**config.mk**
```make
export PLATFORM = sky130hd
export DESIGN_NAME = pll_freq_calc
export DESIGN_NICKNAME = d
export VERILOG_FILES = /design/src/rtl/pll_freq_pkg.sv /design/src/rtl/pll_operand_build.sv /design/src/rtl/pll_restoring_div.sv /design/src/rtl/pll_freq_calc.sv
export SDC_FILE = /design/constraint.sdc
export NUM_CORES = 2
export LEC_CHECK = 0
export BUFFER_PORTS_ARGS = -buffer_cell sky130_fd_sc_hd__buf_2
export CORE_MARGIN = 10
export CORE_UTILIZATION = 38
export DETAILED_ROUTE_END_ITERATION = 10
export PLACE_DENSITY = 0.61
export SLEW_MARGIN = 20
export SYNTH_ARGS = -nofsm -noshare
export SYNTH_HDL_FRONTEND = slang
export SYNTH_SLANG_ARGS = --single-unit
```
**constraint.sdc**
```tcl
create_clock -name clk -period 3.3 [get_ports clk]
set_clock_uncertainty 0.1 [all_clocks]
set_input_delay 0.33 -clock clk [delete_from_list [all_inputs] [get_ports clk]]
set_output_delay 0.33 -clock clk [all_outputs]
set_load 0.02 [all_outputs]
```
**src/rtl/pll_freq_pkg.sv**
```systemverilog
package pll_freq_pkg;
    localparam int FIN_W   = 32;
    localparam int QUO_W   = 64;
    localparam int WORD_W  = 32;
    localparam int FRAC_W  = 16;
    localparam int M_LSB   = 12;
    localparam int M_W     = 10;
    localparam int P_LSB   = 4;
    localparam int P_W     = 6;
    localparam int S_LSB   = 0;
    localparam int S_W     = 3;
    localparam int MULT_W  = M_W + FRAC_W + 2;
    localparam int CNT_W   = $clog2(QUO_W + 1);

    typedef enum logic [1:0] {
        ST_IDLE = 2'd0,
        ST_RUN  = 2'd1,
        ST_DONE = 2'd2
    } calc_state_e;
endpackage

```
**src/rtl/pll_operand_build.sv**
```systemverilog
module pll_operand_build
    import pll_freq_pkg::*;
(
    input  logic              frac_mode,
    input  logic [WORD_W-1:0] div_word,
    input  logic [FRAC_W-1:0] frac_word,
    input  logic [FIN_W-1:0]  ref_freq,
    output logic [QUO_W-1:0]  numer,
    output logic [QUO_W-1:0]  denom,
    output logic              pre_zero,
    output logic              mult_neg
);
    logic [M_W-1:0]    m_f;
    logic [P_W-1:0]    p_f;
    logic [S_W-1:0]    s_f;
    logic [MULT_W-1:0] mult_frac;
    logic [MULT_W-1:0] mult_sel;
    logic [QUO_W-1:0]  den_base;

    always_comb begin
        m_f       = div_word[M_LSB +: M_W];
        p_f       = div_word[P_LSB +: P_W];
        s_f       = div_word[S_LSB +: S_W];
        // fold the signed fraction into a 65536-scaled multiplier
        mult_frac = {2'b00, m_f, {FRAC_W{1'b0}}}
                  + {{(MULT_W-FRAC_W){frac_word[FRAC_W-1]}}, frac_word};
        mult_sel  = frac_mode ? mult_frac : {{(MULT_W-M_W){1'b0}}, m_f};
        mult_neg  = frac_mode & mult_frac[MULT_W-1];
        pre_zero  = (p_f == '0);
        den_base  = frac_mode ? {{(QUO_W-P_W-FRAC_W){1'b0}}, p_f, {FRAC_W{1'b0}}}
                              : {{(QUO_W-P_W){1'b0}}, p_f};
        denom     = den_base << s_f;
        numer     = QUO_W'(ref_freq) * QUO_W'(mult_sel);
    end
endmodule

```
**src/rtl/pll_restoring_div.sv**
```systemverilog
module pll_restoring_div
    import pll_freq_pkg::*;
#(
    parameter int W = QUO_W
) (
    input  logic         clk,
    input  logic         rst_n,
    input  logic         load,
    input  logic [W-1:0] dividend,
    input  logic [W-1:0] divisor,
    output logic         last,
    output logic [W-1:0] quot_nxt
);
    localparam int CW = $clog2(W + 1);

    typedef struct packed {
        logic [W:0]    rem;
        logic [W-1:0]  quo;
        logic [W-1:0]  den;
        logic [CW-1:0] cnt;
        logic          run;
    } div_regs_t;

    div_regs_t r_q, r_d;
    logic [W:0] rem_sh;
    logic       ge;

    always_comb begin
        r_d      = r_q;
        rem_sh   = {r_q.rem[W-1:0], r_q.quo[W-1]};
        ge       = (rem_sh >= {1'b0, r_q.den});
        quot_nxt = {r_q.quo[W-2:0], ge};
        last     = r_q.run && (r_q.cnt == CW'(W - 1));
        if (load) begin
            r_d.rem = '0;
            r_d.quo = dividend;
            r_d.den = divisor;
            r_d.cnt = '0;
            r_d.run = 1'b1;
        end else if (r_q.run) begin
            r_d.rem = ge ? (rem_sh - {1'b0, r_q.den}) : rem_sh;
            r_d.quo = quot_nxt;
            r_d.cnt = r_q.cnt + 1'b1;
            if (last) r_d.run = 1'b0;
        end
    end

    always_ff @(posedge clk or negedge rst_n) begin
        if (!rst_n) r_q <= '0;
        else        r_q <= r_d;
    end
endmodule

```
**src/rtl/pll_freq_calc.sv**
```systemverilog
module pll_freq_calc
    import pll_freq_pkg::*;
(
    input  logic              clk,
    input  logic              rst_n,
    input  logic              start,
    input  logic              frac_mode,
    input  logic [WORD_W-1:0] div_word,
    input  logic [FRAC_W-1:0] frac_word,
    input  logic [FIN_W-1:0]  ref_freq,
    output logic              busy,
    output logic              done,
    output logic              div_err,
    output logic [QUO_W-1:0]  freq_out
);
    typedef struct packed {
        calc_state_e      st;
        logic [QUO_W-1:0] res;
        logic             err;
    } top_regs_t;

    top_regs_t t_q, t_d;

    logic [QUO_W-1:0] numer, denom, quot_nxt;
    logic             pre_zero, mult_neg, div_last, div_load;

    pll_operand_build u_ops (
        .frac_mode (frac_mode),
        .div_word  (div_word),
        .frac_word (frac_word),
        .ref_freq  (ref_freq),
        .numer     (numer),
        .denom     (denom),
        .pre_zero  (pre_zero),
        .mult_neg  (mult_neg)
    );

    pll_restoring_div #(.W(QUO_W)) u_div (
        .clk      (clk),
        .rst_n    (rst_n),
        .load     (div_load),
        .dividend (numer),
        .divisor  (denom),
        .last     (div_last),
        .quot_nxt (quot_nxt)
    );

    always_comb begin
        t_d      = t_q;
        div_load = 1'b0;
        unique case (t_q.st)
            ST_IDLE: begin
                if (start) begin
                    if (pre_zero) begin
                        t_d.st  = ST_DONE;
                        t_d.res = '0;
                        t_d.err = 1'b1;
                    end else if (mult_neg) begin
                        t_d.st  = ST_DONE;
                        t_d.res = '0;
                        t_d.err = 1'b0;
                    end else begin
                        div_load = 1'b1;
                        t_d.st   = ST_RUN;
                    end
                end
            end
            ST_RUN: begin
                if (div_last) begin
                    t_d.st  = ST_DONE;
                    t_d.res = quot_nxt;
                    t_d.err = 1'b0;
                end
            end
            ST_DONE: t_d.st = ST_IDLE;
            default: t_d.st = ST_IDLE;
        endcase
    end

    always_ff @(posedge clk or negedge rst_n) begin
        if (!rst_n) t_q <= '{st: ST_IDLE, res: '0, err: 1'b0};
        else        t_q <= t_d;
    end

    assign busy     = (t_q.st != ST_IDLE);
    assign done     = (t_q.st == ST_DONE);
    assign div_err  = t_q.err;
    assign freq_out = t_q.res;
endmodule

```
# Word-level counts from Yosys, hierarchy flattened
# Index checks and enable logic that the tools add are counted.
# word_totals
register_bits,267
out_inout_bits,67
elab_cells,48
# classes
add_sub_neg,3
mul,1
order_cmp,1
n_eq_ne,6
n_shift,1
muxes,19
bitwise_logic,1
n_reduce_logical,8
# ops
cell,n
$mux 128,2
$mux 67,3
$pmux 65 s2,1
$ge 65x64->1,1
$mux 65,1
$mux 64,1
$shl 64x3->64,1
$sub 64x64->64,1
$mul 32x28->60,1
$add 27x16->28,1
$mux 28,1
$mux 22,1
$mux 8,2
$add 7x1->7 const B,1
$eq 7x6->1 const B,1
$logic_not 6->1,1
$reduce_bool 2->1,3
$mux 1,5
$ne 2x2->1 const B,2
$pmux 2 s2,1
$reduce_and 4->1,1
$ne 3x3->1 const B,1
$eq 2x1->1 const B,1
$eq 2x2->1 const B,1
other kinds (5),5

# Depth between registers and ports, before layout
# depth
depth_word,7
mapped_depth,40

# Hierarchy
# From an unflattened synthesis, not the netlist that was laid out.
# hier_totals
hier_cells,5783
area_unflattened_um2,48408.9
# modules_own_cells
mod,instances,cells_each,area_each_um2,seq_area_each_um2
pll_operand_build,1,3823,31478.9,0.0
pll_restoring_div,1,1599,13354.1,5004.8
pll_freq_calc,1,361,3575.9,1676.6

# Worst setup path before layout
# No wires, ideal clock.
# synth_timing
kind,input to register
from,in div_word[13]
to,"reg u_div.r_q, in the netlist u_div.quot_nxt[58]"
setup_ps,133
arrival_ps,8461
slack_ps,-5394
stages,31
path_buffers,2
cell_sequence,ha_1 > a21o_1 > a21o_1 > a2111oi_2 > nor3_1 > or4_1 > a21oi_1 > clkbuf_1 > nand2_1 > fa_1 > fa_1 > inv_1 > fa_1 > fa_1 > fa_1 > fa_1 > inv_1 > fa_1 > inv_1 > ha_1 > clkbuf_1 > a21oi_1 > o21ai_0 > or3_1 > o31a_2 > a31oi_1 > o41a_1 > o21ai_1 > a41oi_1 > xor2_1 > o21ai_0
# synth_via
elab_chain_cells,7
# synth_lines
element,line_no,rtl
from (decl),pll_freq_calc.sv:8,"input logic [WORD_W-1:0] div_word,"
branches (longest 7 deep; another with $mul 32x28->60),--,
to (signal assigned),pll_restoring_div.sv:50,else r_q <= r_d;
to (decl),pll_restoring_div.sv:24,"div_regs_t r_q, r_d;"
# Several ways; the timed one is not identified.
# A chain may end at the register's enable or synchronous reset.

# Worst setup path after layout
# layout_timing
from,in div_word[12]
to,"reg u_div.r_q, in the netlist u_div.quot_nxt[48]"
# Same word-level chain as after synthesis.

==> reports/summary.md <==
The run finished, with violations left. The checks that failed: setup timing. Fraction of layout instances using a drive strength above 1: 23.99%. The worst setup path is captured at a register. The logs give 2328 for the count of routing violations after the opening detailed-route iteration and 24 for the number of buffers created by CTS. The number of cells on the worst reg-to-reg path works out to 15. The later-pin clock latency in the skew report is 560 ps. The logs give 84 for the post-synthesis cell type count and 0 for the total grt overflow. The overall die height came out at 352.1 µm. The kind of start point of the critical path was a primary input. The cell count after synthesis was 4877; the pin count of the biggest net entering global routing was 201. Summed over all instances, the cell type with the most area after synthesis is sky130_fd_sc_hd__fa_1. The number of clock sinks is 229, and the register-to-register setup slack is -120 ps. In the synthesized netlist the dominant register cell turns out to be sky130_fd_sc_hd__dfrtp_1. The critical path is of the in -> reg type. Static timing analysis puts the maximum clock frequency at 124.3 MHz.

TritonCTS built the clock tree. The synthesized area per cell is 8.593 µm², and the I/O pin total is 151. The number of routed nets with antenna violations was 0. Setup repair after global routing could not meet its margin everywhere.

In the routed layout, each cell is associated on average with a via count of 5.050. The worst register-to-register path begins at u_div.r_q[135]$_DFFE_PN0P_. In this run the core area contains 121 standard-cell rows. For the maximum level of the CTS H-tree, the log shows 1.

The buffer type at the clock tree root is sky130_fd_sc_hd__clkbuf_16. For the arrival time at the worst endpoint, the log shows 8380 ps. Via count of the first global-routing pass: 35810.

The run gives 0 as the total number of yosys warnings. The library cell contributing the largest single delay on the critical path was sky130_fd_sc_hd__fa_2. The startpoint identified for the worst hold timing path is div_word[9]. In the final routed layout, each cell accounts on average for 19.11 µm. Hold timing on the final database bottoms out at a slack of 44.75 ps.

Headroom to the max-slew limit came out at 30.53%. The global-route wire length before repair is 206900 µm, and the count of nets after finishing is 6455. Relative to the synthesized area, the layout overhead comes to 24.69%. The worst hold path was traced through 3 stages. For this block, the routed nets add up to 130600 µm of wire.

The most instantiated library cell after synthesis was sky130_fd_sc_hd__nand2_1. The length of the first detailed-routing pass in iterations came out at 6. Ranked by instance count, the synthesized netlist is headed by sky130_fd_sc_hd__nand2_1, sky130_fd_sc_hd__inv_1, sky130_fd_sc_hd__fa_1. In the global route stage, overall resource usage came out at 20.64%. The clock input transition at the sequential cells of the worst setup and hold paths came out at 60 ps. The ratio of final minimum period to clock period is 243.9%, and the number of nets produced by synthesis is 5993. The post-route setup TNS was -200500 ps; the placer's final routability congestion estimate was 0.9138.

At the worst endpoint, the required time is 3630 ps. The floorplan step defined a core boundary enclosing 0.1092 mm². The biggest fanout along the worst timing path came out at 3.

The area of the mapped netlist is 0.04191 mm², and the sequential share of the synthesized area is 13.67%. After synthesis, the share of flip-flops with an asynchronous set or reset is 100.0%. Synthesis inferred 229 register bits. Setup violations remaining at the end of the flow were counted as 67.

The worst hold path belongs to the class in -> reg. The number of instances in the placed design was 6692; the number of flops mapped to enable cells by yosys was 0. The number of max-cap violations was 0; the initial antenna violation count was 13.

For the starting density of the core, the log shows 38.39%. The cell repeated most along the worst path was sky130_fd_sc_hd__fa_2. The layout has 10227 filler cells. In the final layout, flip-flops and latches occupy 0.005736 mm². Total via count after detailed routing: 34523. The logs give 47.87% for the final design utilization and 0.1240 mm² for the die area. The worst setup margin is -4747 ps, and the estimated wirelength of the detail-placed design is 107300 µm. The count of unresolved DRC violations after routing is 0, and the transition at the pin with the smallest max-transition slack is 1042 ps. The number of buffers between clock root and the deepest sink was 3; the quantity of I/O buffers inserted on ports was 137.

On the worst path, the slowest cell contributes a delay of 580 ps. The worst hold path endpoint was u_div.r_q[36]$_DFFE_PN0P_. In this run the critical register-to-register path is captured at u_div.r_q[186]$_DFFE_PN0P_.

For the post-route non-filler standard cell count, the log shows 6836. After synthesis, the cell types taking the most area are sky130_fd_sc_hd__fa_1, sky130_fd_sc_hd__dfrtp_1, sky130_fd_sc_hd__nand2_1, sky130_fd_sc_hd__inv_1, sky130_fd_sc_hd__ha_1. The die extent in x is 352.1 µm. Counting I/O delays and the setup requirement, the final critical path takes 8047 ps. The max-slew violation total from the final report was 0.

The area share of the largest cell type after synthesis is 37.26%, and the total area of multi-input combinational cells is 0.03353 mm². For the total count of hold-check failures in the final report, the log shows 0.
## through the flow
step	cell area, µm²	setup WS (ps)
final	52260	-4747
after global routing	52250	-5021
after CTS	50810	-4655
after detailed placement	48250	-5413
after global placement	48250	-5385
after floorplan	42880	-4934
## critical path: cells and delay by family
kind | cells | cell delay (ps)
AO/OA/AOI/OAI | 11 | 1750
XOR/XNOR | 2 | 320
buffers and inverters | 11 | 860
adder cells (fa/ha/maj) | 10 | 4140
AND/OR/NAND/NOR | 7 | 960
## final cells by class
type | instances | area share, %
Multi-Input combinational cell | 3353 | 64.16
Clock inverter | 17 | 0.4190
Antenna cell | 3 | 0.01437
Timing Repair Buffer | 802 | 13.02
Sequential cell | 229 | 10.98
Clock buffer | 27 | 1.190
Inverter | 929 | 6.683
Tap cell | 1476 | 3.534
## worst max-delay path by stage
stage | start | to | slack [ps] | cells past startpoint
after floorplan | div_word[12] | u_div.quot_nxt[54]$_DFFE_PN0P_ | -4930 | 36
after global placement | div_word[12] | u_div.quot_nxt[54]$_DFFE_PN0P_ | -5380 | 38
after detailed placement | div_word[12] | u_div.quot_nxt[58]$_DFFE_PN0P_ | -5410 | 38
after CTS | frac_word[15] | u_div.quot_nxt[54]$_DFFE_PN0P_ | -4660 | 36
after global routing | frac_word[15] | u_div.quot_nxt[56]$_DFFE_PN0P_ | -5020 | 43
final | div_word[12] | u_div.quot_nxt[48]$_DFFE_PN0P_ | -4750 | 41
## sequential cells by signal, summed over array words and instances (netlist names)
signal,flops
freq_out,64
u_div.r_q,99
u_div.quot_nxt,63
div_err,1
t_q,2
## per-layer routing
layer	wire (µm)	global-route usage (%)	up-vias
met5	77	0	-
met4	3265	4.598	14
met3	8741	3.164	160
met2	59550	33.10	1088
met1	59000	29.20	17464
li1	-	-	15797
## logic make-up (layout without fill, tap and decap cells)
group	count (synthesis)	after routing	share of synthesized area, %
buffers and inverters	1296	1775	12.33
flip-flops	229	229	13.67
AO/OA/AOI/OAI	515	515	7.625
AND/OR/NAND/NOR	1608	1608	17.18
multiplexers	77	78	1.902
other	0	3	0
adder cells (fa/ha/maj)	1032	1032	44.78
XOR/XNOR	120	120	2.508
## cells in the final DEF, fill, tap and decap left out, types with 12 or more instances in the layout
cell | synthesis | layout
sky130_fd_sc_hd__o21ai_2 | 0 | 12
sky130_fd_sc_hd__mux2i_1 | 56 | 56
sky130_fd_sc_hd__a21oi_2 | 0 | 29
sky130_fd_sc_hd__o21ai_0 | 150 | 94
sky130_fd_sc_hd__buf_4 | 65 | 516
sky130_fd_sc_hd__buf_12 | 0 | 48
sky130_fd_sc_hd__a211oi_1 | 25 | 21
sky130_fd_sc_hd__inv_1 | 928 | 887
sky130_fd_sc_hd__ha_1 | 252 | 180
sky130_fd_sc_hd__o211ai_1 | 20 | 20
sky130_fd_sc_hd__xnor2_1 | 70 | 51
sky130_fd_sc_hd__a21o_1 | 41 | 40
sky130_fd_sc_hd__buf_6 | 3 | 91
sky130_fd_sc_hd__nand2_1 | 986 | 927
sky130_fd_sc_hd__nor2_1 | 121 | 112
sky130_fd_sc_hd__fa_1 | 780 | 740
sky130_fd_sc_hd__inv_2 | 1 | 40
sky130_fd_sc_hd__xor2_1 | 50 | 44
sky130_fd_sc_hd__xnor2_2 | 0 | 18
sky130_fd_sc_hd__clkbuf_16 | 0 | 25
sky130_fd_sc_hd__a21oi_1 | 137 | 97
sky130_fd_sc_hd__mux2_2 | 21 | 16
sky130_fd_sc_hd__nand4_1 | 28 | 28
sky130_fd_sc_hd__nand2_4 | 0 | 18
sky130_fd_sc_hd__fa_2 | 0 | 40
sky130_fd_sc_hd__o21bai_1 | 19 | 15
sky130_fd_sc_hd__nand2b_1 | 14 | 14
sky130_fd_sc_hd__o21ai_1 | 25 | 64
sky130_fd_sc_hd__nand2_2 | 1 | 42
sky130_fd_sc_hd__and3_1 | 115 | 108
sky130_fd_sc_hd__nand3_1 | 115 | 106
sky130_fd_sc_hd__ha_4 | 0 | 64
sky130_fd_sc_hd__nor3_1 | 30 | 23
sky130_fd_sc_hd__and2_1 | 112 | 107
sky130_fd_sc_hd__dfrtp_1 | 229 | 227
sky130_fd_sc_hd__buf_2 | 30 | 132
## what timing repair did
action / in CTS / in global routing
hold buffers: 1 / 0
cloned: 2 / 2
endpoints found under the setup margin: 153 / 198
buffers inserted: 62 / 43
pin swaps: 182 / 171
gates resized for setup: 263 / 247
hold endpoints to repair: 77 / 0
Power is not shown: default switching activity piles up to over one toggle a cycle in this logic, so the estimate is an artifact.
